### src/rtl/lsm_uop_pkg.sv
package lsm_uop_pkg;

    localparam int unsigned WORD_W   = 32;
    localparam int unsigned LIST_W   = 16;
    localparam int unsigned IDX_W    = $clog2(LIST_W);
    localparam int unsigned CNT_W    = $clog2(LIST_W + 1);
    localparam int unsigned OFF_W    = CNT_W + 2;
    localparam int unsigned MODE_LSB = 20;
    localparam int unsigned RN_LSB   = 16;
    localparam int unsigned RN_W     = 4;
    localparam int unsigned COND_LSB = 28;
    localparam int unsigned RD_LSB   = 12;
    localparam int unsigned STEP     = 4;
    localparam logic [WORD_W-1:0] WB_OPCODE = 32'h0240_0000;

    typedef enum logic [1:0] {
        UOP_SETUP  = 2'd0,
        UOP_XFER   = 2'd1,
        UOP_WB_ADD = 2'd2,
        UOP_WB_SUB = 2'd3
    } uop_kind_e;

    typedef enum logic [1:0] {
        ST_IDLE  = 2'd0,
        ST_SETUP = 2'd1,
        ST_XFER  = 2'd2,
        ST_WB    = 2'd3
    } seq_st_e;

    // mode field as it sits in the instruction, MSB first
    typedef struct packed {
        logic pre;
        logic up;
        logic sbit;
        logic wb;
        logic load;
    } mode_t;

    typedef struct packed {
        seq_st_e             st;
        logic [WORD_W-1:0]   instr;
        logic [LIST_W-1:0]   left;
        logic [OFF_W-1:0]    off;
        logic [CNT_W-1:0]    cnt;
        logic                err;
    } seq_t;

endpackage

### src/rtl/lsm_popcount.sv
module lsm_popcount #(
    parameter int unsigned W  = 16,
    parameter int unsigned CW = $clog2(W + 1)
) (
    input  logic [W-1:0]  bits,
    output logic [CW-1:0] count
);
    // ripple of partial sums, one stage per list bit
    logic [CW-1:0] part [W+1];

    assign part[0] = '0;

    for (genvar g = 0; g < W; g++) begin : g_stage
        assign part[g+1] = part[g] + CW'(bits[g]);
    end

    assign count = part[W];

endmodule

### src/rtl/lsm_lowbit.sv
module lsm_lowbit #(
    parameter int unsigned W  = 16,
    parameter int unsigned IW = $clog2(W)
) (
    input  logic [W-1:0]  bits,
    output logic [IW-1:0] idx,
    output logic          single,
    output logic [W-1:0]  rest
);
    always_comb begin
        idx = '0;
        for (int i = W - 1; i >= 0; i--) begin
            if (bits[i]) begin
                idx = IW'(i);
            end
        end
    end

    // clearing the lowest set bit leaves the remaining work
    assign rest   = bits & (bits - W'(1));
    assign single = (bits != '0) && (rest == '0);

endmodule

### src/rtl/lsm_mode_decode.sv
module lsm_mode_decode
    import lsm_uop_pkg::*;
#(
    parameter int unsigned CW = 5,
    parameter int unsigned OW = CW + 2
) (
    input  mode_t          mode,
    input  logic [CW-1:0]  n,
    output logic           legal,
    output logic [OW-1:0]  start_off
);
    logic [OW-1:0] span;

    assign span  = {n, 2'b00};
    assign legal = !mode.sbit;

    always_comb begin
        unique case ({mode.pre, mode.up})
            2'b00:   start_off = span - OW'(STEP);
            2'b01:   start_off = '0;
            2'b10:   start_off = span;
            default: start_off = OW'(STEP);
        endcase
    end

endmodule

### src/rtl/lsm_uop_seq.sv
module lsm_uop_seq
    import lsm_uop_pkg::*;
(
    input  logic                clk,
    input  logic                rst_n,
    input  logic                in_valid,
    output logic                in_ready,
    input  logic [WORD_W-1:0]   in_instr,
    output logic                err_unsup,
    output logic                uop_valid,
    input  logic                uop_ready,
    output logic [1:0]          uop_kind,
    output logic [IDX_W-1:0]    uop_reg,
    output logic [OFF_W-1:0]    uop_offset,
    output logic                uop_load,
    output logic [WORD_W-1:0]   uop_word,
    output logic                uop_last
);
    seq_t seq_d, seq_q;

    mode_t              in_mode, cur_mode;
    logic [CNT_W-1:0]   in_cnt;
    logic               in_legal;
    logic [OFF_W-1:0]   in_start;
    logic [IDX_W-1:0]   low_idx;
    logic               low_single;
    logic [LIST_W-1:0]  low_rest;
    logic [RN_W-1:0]    cur_rn;
    logic [WORD_W-1:0]  wb_word;

    assign in_mode  = mode_t'(in_instr[MODE_LSB +: 5]);
    assign cur_mode = mode_t'(seq_q.instr[MODE_LSB +: 5]);
    assign cur_rn   = seq_q.instr[RN_LSB +: RN_W];

    lsm_popcount #(.W(LIST_W), .CW(CNT_W)) i_popcount (
        .bits  (in_instr[LIST_W-1:0]),
        .count (in_cnt)
    );

    lsm_mode_decode #(.CW(CNT_W), .OW(OFF_W)) i_mode_decode (
        .mode      (in_mode),
        .n         (in_cnt),
        .legal     (in_legal),
        .start_off (in_start)
    );

    lsm_lowbit #(.W(LIST_W), .IW(IDX_W)) i_lowbit (
        .bits   (seq_q.left),
        .idx    (low_idx),
        .single (low_single),
        .rest   (low_rest)
    );

    // synthesized base-update instruction: cond, opcode, Rn twice, 4N
    always_comb begin
        wb_word = {seq_q.instr[WORD_W-1:COND_LSB], {COND_LSB{1'b0}}};
        wb_word = wb_word | WB_OPCODE;
        wb_word = wb_word | (WORD_W'(cur_rn) << RN_LSB);
        wb_word = wb_word | (WORD_W'(cur_rn) << RD_LSB);
        wb_word = wb_word | WORD_W'({seq_q.cnt, 2'b00});
    end

    // next-state
    always_comb begin
        seq_d     = seq_q;
        seq_d.err = 1'b0;
        unique case (seq_q.st)
            ST_IDLE: begin
                if (in_valid) begin
                    if (in_legal) begin
                        seq_d.st    = ST_SETUP;
                        seq_d.instr = in_instr;
                        seq_d.left  = in_instr[LIST_W-1:0];
                        seq_d.cnt   = in_cnt;
                        seq_d.off   = in_start;
                    end else begin
                        seq_d.err = 1'b1;
                    end
                end
            end
            ST_SETUP: begin
                if (uop_ready) begin
                    if (seq_q.left != '0) begin
                        seq_d.st = ST_XFER;
                    end else if (cur_mode.wb) begin
                        seq_d.st = ST_WB;
                    end else begin
                        seq_d.st = ST_IDLE;
                    end
                end
            end
            ST_XFER: begin
                if (uop_ready) begin
                    seq_d.left = low_rest;
                    seq_d.off  = cur_mode.up ? seq_q.off + OFF_W'(STEP)
                                             : seq_q.off - OFF_W'(STEP);
                    if (low_single) begin
                        seq_d.st = cur_mode.wb ? ST_WB : ST_IDLE;
                    end
                end
            end
            default: begin
                if (uop_ready) begin
                    seq_d.st = ST_IDLE;
                end
            end
        endcase
    end

    always_ff @(posedge clk or negedge rst_n) begin
        if (!rst_n) begin
            seq_q <= '{st: ST_IDLE, instr: '0, left: '0, off: '0, cnt: '0, err: 1'b0};
        end else begin
            seq_q <= seq_d;
        end
    end

    // output view of the current state
    always_comb begin
        uop_kind   = UOP_SETUP;
        uop_reg    = '0;
        uop_offset = '0;
        uop_load   = 1'b0;
        uop_word   = '0;
        uop_last   = 1'b0;
        unique case (seq_q.st)
            ST_SETUP: begin
                uop_word = {seq_q.instr[WORD_W-1:RN_LSB], {RN_LSB{1'b0}}};
                uop_last = (seq_q.left == '0) && !cur_mode.wb;
            end
            ST_XFER: begin
                uop_kind   = UOP_XFER;
                uop_reg    = low_idx;
                uop_offset = seq_q.off;
                uop_load   = cur_mode.load;
                uop_last   = low_single && !cur_mode.wb;
            end
            ST_WB: begin
                uop_kind = cur_mode.up ? UOP_WB_ADD : UOP_WB_SUB;
                uop_word = wb_word;
                uop_last = 1'b1;
            end
            default: ;
        endcase
    end

    assign uop_valid = (seq_q.st != ST_IDLE);
    assign in_ready  = (seq_q.st == ST_IDLE);
    assign err_unsup = seq_q.err;

endmodule

### config.mk
export PLATFORM = sky130hd
export DESIGN_NAME = lsm_uop_seq
export DESIGN_NICKNAME = d
export VERILOG_FILES = /design/src/rtl/lsm_uop_pkg.sv /design/src/rtl/lsm_popcount.sv /design/src/rtl/lsm_lowbit.sv /design/src/rtl/lsm_mode_decode.sv /design/src/rtl/lsm_uop_seq.sv
export SDC_FILE = /design/constraint.sdc
export NUM_CORES = 1
export LEC_CHECK = 0
export BUFFER_PORTS_ARGS = -buffer_cell sky130_fd_sc_hd__buf_2
export CORE_ASPECT_RATIO = 1.25
export CORE_UTILIZATION = 45
export DETAILED_ROUTE_END_ITERATION = 7
export GPL_ROUTABILITY_DRIVEN = 0
export PLACE_DENSITY_LB_ADDON = 0.12
export SLEW_MARGIN = 10
export SYNTH_ARGS = -nofsm -noshare
export SYNTH_HDL_FRONTEND = slang
export SYNTH_SLANG_ARGS = --single-unit
### constraint.sdc
create_clock -name clk -period 6.95 [get_ports clk]
set_input_delay 1.39 -clock clk [delete_from_list [all_inputs] [get_ports clk]]
set_output_delay 1.39 -clock clk [all_outputs]
set_load 0.01 [all_outputs]
==> qor.yml, run 1 <==
cp.required_ps: 7110
drc_errors: 0
fin_area_sq_mm: 0.00383
synthArstFlopShare_pct: 100
worstReg2RegStart: "seq_q[61]$_DFFE_PN0P_"
r2r.worst_path.cells: 8
place_area_sq_mm: 0.00370
min_to: "seq_q[1]$_DFFE_PN0P_"
worst_setup_path_start_kind: "input port"
cts_tree: "built"
clock_power_share_pct: 11.8
antenna_cells: 0
comb_power_share_pct: 62.2
port-buffer-count: 76
dp_hpwl_um: 5950
synthTopCellsByArea: "dfrtp_1 33%, fa_1 6.6%, mux2_2 5.1%, ha_1 4.9%, and2_1 4.3%"
antenna_found_initial: 0
p_sw_share_pct: 46.5
slew_violations: 0
layout_worst_path_cycle_share_pct: 76.6
cellLeakagePower_uw: 0.00193
seq_power_share_pct: 26.1
power-per-cell-area_mw_per_mm2: 510
grt.total_usage_pct: 21.7
r2r_end: "seq_q[24]$_DFFE_PN0P_"
syn_area_per_cell_sq_um: 9.03
max_slew_margin_pct: 25.9
cap_violations: 0
setup_viol: 0
yosysTopAreaCellShare_pct: 33.0
period_needed_ps: 5320
insertion_delay_ps: 290
core_sq_mm: 0.00706
viasPerCell: 5.43
ys_ff_latch: 44
grt_pass1_wl_um: 13200
outcome: "finished, final reports clean"
holdWs_ps: 480
holdPathStages: 2
hold_violations: 0
fin_tns_setup_ps: 0
setup_ws_ps: 1630
crit_type: "input port to flip-flop"
cts-root-buf: "clkbuf_8"
dpl.cell_count: 515
end_kind: "flip-flop"
die_h_um: 98.2
cts-buffers-inserted: 5
crit_arrival_ps: 5480
rsz0062_at_grt: "false"
detail_route.iter0.violations: 157
fmax_ghz: 0.188
grt_max_degree: 45
yosysSeqAreaShare_pct: 33.0
ant_nets: 0
routed_wl_um: 8030
overflow: 0
synth.distinct_cells: 56
initial_core_util_pct: 47.2
vdd.ir_drop.worst_mv: 0.255
nNetsFinal: 492
vias: 2836
skew_ps: 7.20
worst_pin_slew_ps: 1110
cts_max_path_buffers: 2
rrSetupSlack_ps: 4090
p_sw_uw: 910
drtPass1Iterations: 4
postCtsHoldBufs: 0
cts_resized: 0
grt_pass1_vias: 2692
postCtsSetupBuffers: 0
dieArea_sq_mm: 0.00776
htree_levels: 2
path_max_fanout: 4
num_rows: 34
yosysTopAreaCell: "dfrtp_1"
syn_inst: 369
synth-main-ff-cell: "dfrtp_1"
drive_gt1_share_pct: 25.5
wl_per_cell_um: 15.4
die_x_um: 79.0
holdCritStartpoint: "seq_q[1]$_DFFE_PN0P_"
ys_warn_count: 0
p_int_uw: 1050
ios: 86
cts_num_sinks: 44
synthToLayoutAreaGrowth_pct: 14.9
final_cell_count_no_fill: 522
syn_area_sq_mm: 0.00333
place_ws_ps: 1320
min_path_type: "flip-flop to flip-flop"
synth_edf_count: 0
clkSlewWorstSetupHoldPaths_ps: 80
-- Yosys cell counts (2+ instances only) --
| master | n |
|---|---|
| dfrtp_1 | 44 |
| nand2_1 | 38 |
| inv_1 | 30 |
| o21ai_0 | 27 |
| and2_1 | 23 |
| a21oi_1 | 17 |
| mux2_2 | 15 |
| nor2_1 | 15 |
| clkbuf_1 | 14 |
| a22o_1 | 13 |
| ha_1 | 13 |
| buf_4 | 12 |
| fa_1 | 11 |
| nor2b_1 | 11 |
| nor3_1 | 10 |
| a211oi_1 | 7 |
| a21o_1 | 6 |
| xnor2_1 | 4 |
| nand2b_1 | 3 |
| nand4_1 | 3 |
| nor4_4 | 3 |
| o211ai_1 | 3 |
| or3_1 | 3 |
| xor2_1 | 3 |
| a221oi_1 | 2 |
| a22oi_1 | 2 |
| buf_2 | 2 |
| nand3_1 | 2 |
| nand3_2 | 2 |
| nor4_1 | 2 |
| o21ai_1 | 2 |
| o221ai_1 | 2 |
| o311a_1 | 2 |
-- critical path: stages --
cell	delay (ps)
buf_2	110
fa_1	520
inv_1	50
fa_1	470
fa_1	530
fa_1	420
fa_1	420
fa_1	570
ha_1	180
nor2b_1	260
o21ai_0	120
nand2_1	80
o41ai_1	60
a21oi_1	160
o221ai_1	130
-- layout by cell type, fill, tap and decap left out, types with 15 or more instances in the layout --
| master | instances |
|---|---|
| o21ai_0 | 27 |
| mux2_2 | 15 |
| nand2_1 | 38 |
| buf_2 | 76 |
| and2_1 | 23 |
| a21oi_1 | 17 |
| nor2_1 | 15 |
| dfrtp_1 | 44 |
| inv_1 | 30 |
-- kinds of logic (layout without fill, tap and decap cells) --
family | after synthesis | after routing | synth area share, %
adders and majority gates | 25 | 25 | 11.8
AOI/OAI and AO/OA | 92 | 92 | 18.3
other | 1 | 9 | 0.113
and+or+nand+nor | 124 | 124 | 21.1
xor gates and xnor gates | 7 | 7 | 1.84
DFF | 44 | 44 | 33.0
buffers and inverters | 60 | 115 | 8.45
muxes | 16 | 16 | 5.37
-- layout make-up --
| class | count | area, sq um |
|---|---|---|
| Fill cell | 671 | 3230 |
| Multi-Input combinational cell | 273 | 1980 |
| Sequential cell | 44 | 1100 |
| Timing Repair Buffer | 78 | 395 |
| Inverter | 30 | 113 |
| Tap cell | 90 | 113 |
| Clock buffer | 5 | 68.8 |
| Clock inverter | 2 | 60.1 |
-- power groups by stage --
stage	Sequential, uW	Combinational [uW]	Clock [uW]
final	509	1220	230
after CTS	507	1220	240
after global placement	507	1200	0
after detailed placement	511	1220	0
after floorplan	443	976	0
after global routing	532	1360	248
-- worst max-delay path by stage --
stage	cells past startpoint	end	start
floorplan	12	seq_q[11]$_DFFE_PN0P_	in_instr[2]
global placement	15	seq_q[12]$_DFFE_PN0P_	in_instr[7]
detailed placement	15	seq_q[12]$_DFFE_PN0P_	in_instr[7]
CTS	15	seq_q[12]$_DFFE_PN0P_	in_instr[7]
global route	15	seq_q[12]$_DFFE_PN0P_	in_instr[2]
finish	15	seq_q[12]$_DFFE_PN0P_	in_instr[7]
-- sequential cells by signal, indices dropped and copies added (netlist names) --
register   flops
seq_q         35
cur_mode       4
cur_rn         4
err_unsup      1
-- metrics by stage --
step	power, uW	utilization, %
global placement	1710	52.4
global route	2140	54.3
floorplan	1420	-
CTS	1970	54.3
finish	1960	54.3
detailed placement	1730	52.4
-- routing by layer --
metal / track usage (%) / vias up / wire length (um)
li1: - / 1379 / -
met1: 28.9 / 1352 / 3650
met2: 36.1 / 93 / 3850
met3: 2.90 / 12 / 378
met4: 7.41 / 0 / 153
met5: 0 / - / 0
Power figures use the tool's default switching activity.
==> run 2: changes to the inputs <==
- ABC_AREA: not set -> 1
- clock period: 6.95 -> 5 ns (I/O delays scaled with it)
==> qor.yml, run 2 <==
ys_ff_latch: 44  # unchanged
drtPass1Iterations: 4  # unchanged
slowest_stage: "fa_1"
drive_gt1_share_pct: 17.8  # -7.6 points
worst_setup_path_start_kind: "input port"
vdd.ir_drop.worst_mv: 0.242  # -5.2%
viasPerCell: 4.89  # -10%
syn_area_sq_mm: 0.00333  # -0.11%
grt_max_degree: 45  # unchanged
drc_errors: 0  # unchanged
synth_edf_count: 0  # unchanged
worst_pin_slew_ps: 1030  # -78.8 ps
largest_reg_flops: 35  # unchanged
setup_viol: 0  # unchanged
rsz0062_at_grt: "false"
core_sq_mm: 0.00706  # unchanged
fmax_ghz: 0.214
num_rows: 34  # unchanged
crit_arrival_ps: 4890  # -590 ps
cts_resized: 0  # unchanged
routed_wl_um: 8140  # +1.4%
crit_type: "input port to flip-flop"
dieArea_sq_mm: 0.00775  # -0.11%
synth.most_common_cell: "nand2_1"
seq_power_share_pct: 30.3  # +4.2 points
cts_tree: "built"
cp.required_ps: 5230  # -1880 ps
clkSlewWorstSetupHoldPaths_ps: 100  # +20 ps
ys_warn_count: 0  # unchanged
regMostFlops: "seq_q"
critPathMaxStageDelay_ps: 570  # about the same
path_depth: 15  # unchanged
syn_area_per_cell_sq_um: 6.99  # -23%
ant_nets: 0  # unchanged
synthArstFlopShare_pct: 100  # unchanged
min_path_type: "flip-flop to flip-flop"
vias: 3098  # +9.2%
die_h_um: 98.2  # about the same
max_slew_margin_pct: 31.5  # +5.5 points
yosysSeqAreaShare_pct: 33.1  # +0.037 points
htree_levels: 2  # unchanged
synthTopCellsByArea: "dfrtp_1 33%, nand2_1 16%, inv_1 9.7%, fa_1 6.6%, o21ai_0 5.4%"
p_sw_share_pct: 48.3  # +1.7 points
initial_core_util_pct: 47.1  # -0.053 points
detail_route.iter0.violations: 126  # -20%
skew_ps: 9.66  # +2.46 ps
port-buffer-count: 76  # unchanged
cts-buffers-inserted: 5  # unchanged
antenna_found_initial: 0  # unchanged
holdPathStages: 2  # unchanged
synth.distinct_cells: 33  # -41%
final_common_cell: "nand2_1"
yosysTopAreaCellShare_pct: 33.1  # +0.037 points
crit_chain: "buf_2 -> inv_1 -> fa_1 -> fa_1 -> fa_1 -> fa_1 -> fa_1 -> fa_1 -> ha_1 -> nand2_1 -> nor2_1 -> nand2_1 -> nand2_1 -> nand3_1 -> a31oi_1"
postCtsSetupBuffers: 0  # unchanged
path_max_fanout: 4  # unchanged
p_int_uw: 1110  # +5.8%
period_needed_ps: 4660
grt_pass1_wl_um: 13700  # +3.8%
ios: 86  # unchanged
synth_common_cells: "139 x nand2_1, 86 x inv_1, 44 x dfrtp_1"
critical_path_buf_inv_count: 2  # unchanged
postCtsHoldBufs: 0  # unchanged
slew_violations: 0  # unchanged
fin_tns_setup_ps: 0  # unchanged
cts_max_path_buffers: 2  # unchanged
wl_per_cell_um: 12.8  # -17%
cts-root-buf: "clkbuf_8"
overflow: 0  # unchanged
comb_power_share_pct: 56.2  # -6.0 points
yosysTopAreaCell: "dfrtp_1"
syn_inst: 476  # +29%
cellLeakagePower_uw: 0.00225  # +17%
synthToLayoutAreaGrowth_pct: 15.1
most-common-layout-cells: "139 x nand2_1, 86 x inv_1, 76 x buf_2, 44 x dfrtp_1"
cpMostUsedCell: "fa_1"
final_cell_count_no_fill: 634  # +21%
dp_hpwl_um: 6330  # +6.4%
r2r.worst_path.cells: 7  # -1
cap_violations: 0  # unchanged
p_sw_uw: 1030  # +13%
dpl.cell_count: 626  # +22%
power-per-cell-area_mw_per_mm2: 558  # +9.2%
grt_pass1_vias: 2989  # +11%
nNetsFinal: 603  # +23%
hold_violations: 0  # unchanged
synth-main-ff-cell: "dfrtp_1"
clock_power_share_pct: 13.4  # +1.6 points
antenna_cells: 0  # unchanged
layout_worst_path_cycle_share_pct: 93.3
die_x_um: 78.9  # about the same
outcome: "finished, final reports clean"
cpLargestDelayFamily: "adder cells"
cts_num_sinks: 44  # unchanged
grt.total_usage_pct: 22.5  # +0.79 points
insertion_delay_ps: 310  # +20 ps
end_kind: "flip-flop"
run 2: changes by cell type after synthesis, sizes merged, moves of 9 or more:
| cell | change |
|---|---|
| nor3 | -10 |
| a22o | -13 |
| nand3 | +18 |
| inv | +56 |
| nor2b | -11 |
| and2 | -22 |
| nand2 | +104 |
| nor2 | +27 |
| o21ai | +9 |
| mux2 | -15 |
run 2: final timing paths:
kind                                  startpoint                     to  slack [ps]
setup / recovery                     in_instr[2]  seq_q[12]$_DFFE_PN0P_         340
hold / removal             seq_q[56]$_DFFE_PN0P_  seq_q[56]$_DFFE_PN0P_         490
setup reg to reg           seq_q[61]$_DFFE_PN0P_  seq_q[28]$_DFFE_PN0P_        1860
hold reg to reg            seq_q[56]$_DFFE_PN0P_  seq_q[56]$_DFFE_PN0P_         490
max in group asynchronous                  rst_n  seq_q[22]$_DFFE_PN0P_        3520
min in group asynchronous                  rst_n  seq_q[26]$_DFFE_PN0P_         860
run 2: routing by layer:
layer	vias to the layer above	routed length (um)	GRT usage (%)
met3	11	350	3.55
met1	1398	3610	28.6
li1	1596	-	-
met4	0	150	7.55
met5	-	0	0
met2	93	4030	38.7
run 2: layout make-up:
class / count / area (sq um)
Inverter: 86 / 323
Clock inverter: 3 / 46.3
Timing Repair Buffer: 77 / 388
Sequential cell: 44 / 1100
Clock buffer: 5 / 68.8
Multi-Input combinational cell: 329 / 1790
Tap cell: 90 / 113
Fill cell: 717 / 3230
run 2: power by group through the flow:
stage          logic [uW]  clock network [uW]  registers, uW
2_1_floorplan         922                   0            623
3_3_place_gp         1180                   0            648
3_5_place_dp         1210                   0            653
4_1_cts              1210                 291            647
5_1_grt              1390                 309            674
6_report             1200                 287            648
run 2: metrics by stage:
| stage | worst slack, ps | power (uW) | instance area (sq um) | hold slack [ps] | utilization [%] |
|---|---|---|---|---|---|
| 2_1_floorplan | 338 | 1550 | 3360 | 442 | - |
| 3_3_place_gp | 147 | 1830 | 3720 | 453 | 52.7 |
| 3_5_place_dp | 16.4 | 1860 | 3720 | 467 | 52.7 |
| 4_1_cts | 335 | 2150 | 3830 | 490 | 54.3 |
| 5_1_grt | 121 | 2370 | 3830 | 528 | 54.3 |
| 6_report | 337 | 2140 | 3830 | 488 | 54.3 |
run 2: tightest hold or removal path, stage by stage, from the launching register on:
cell	delay (ps)
dfrtp_1	360
nand2_1	60
nand2_1	50
run 2: kinds of logic after synthesis:
kind of cell / Yosys count / synth area share (%)
and+or+nand+nor: 213 / 26.7
AOI/OAI and AO/OA: 78 / 13.3
buffers and inverters: 111 / 13.9
xor gates and xnor gates: 4 / 1.05
other: 1 / 0.113
adders and majority gates: 24 / 11.5
muxes: 1 / 0.301
DFF: 44 / 33.1
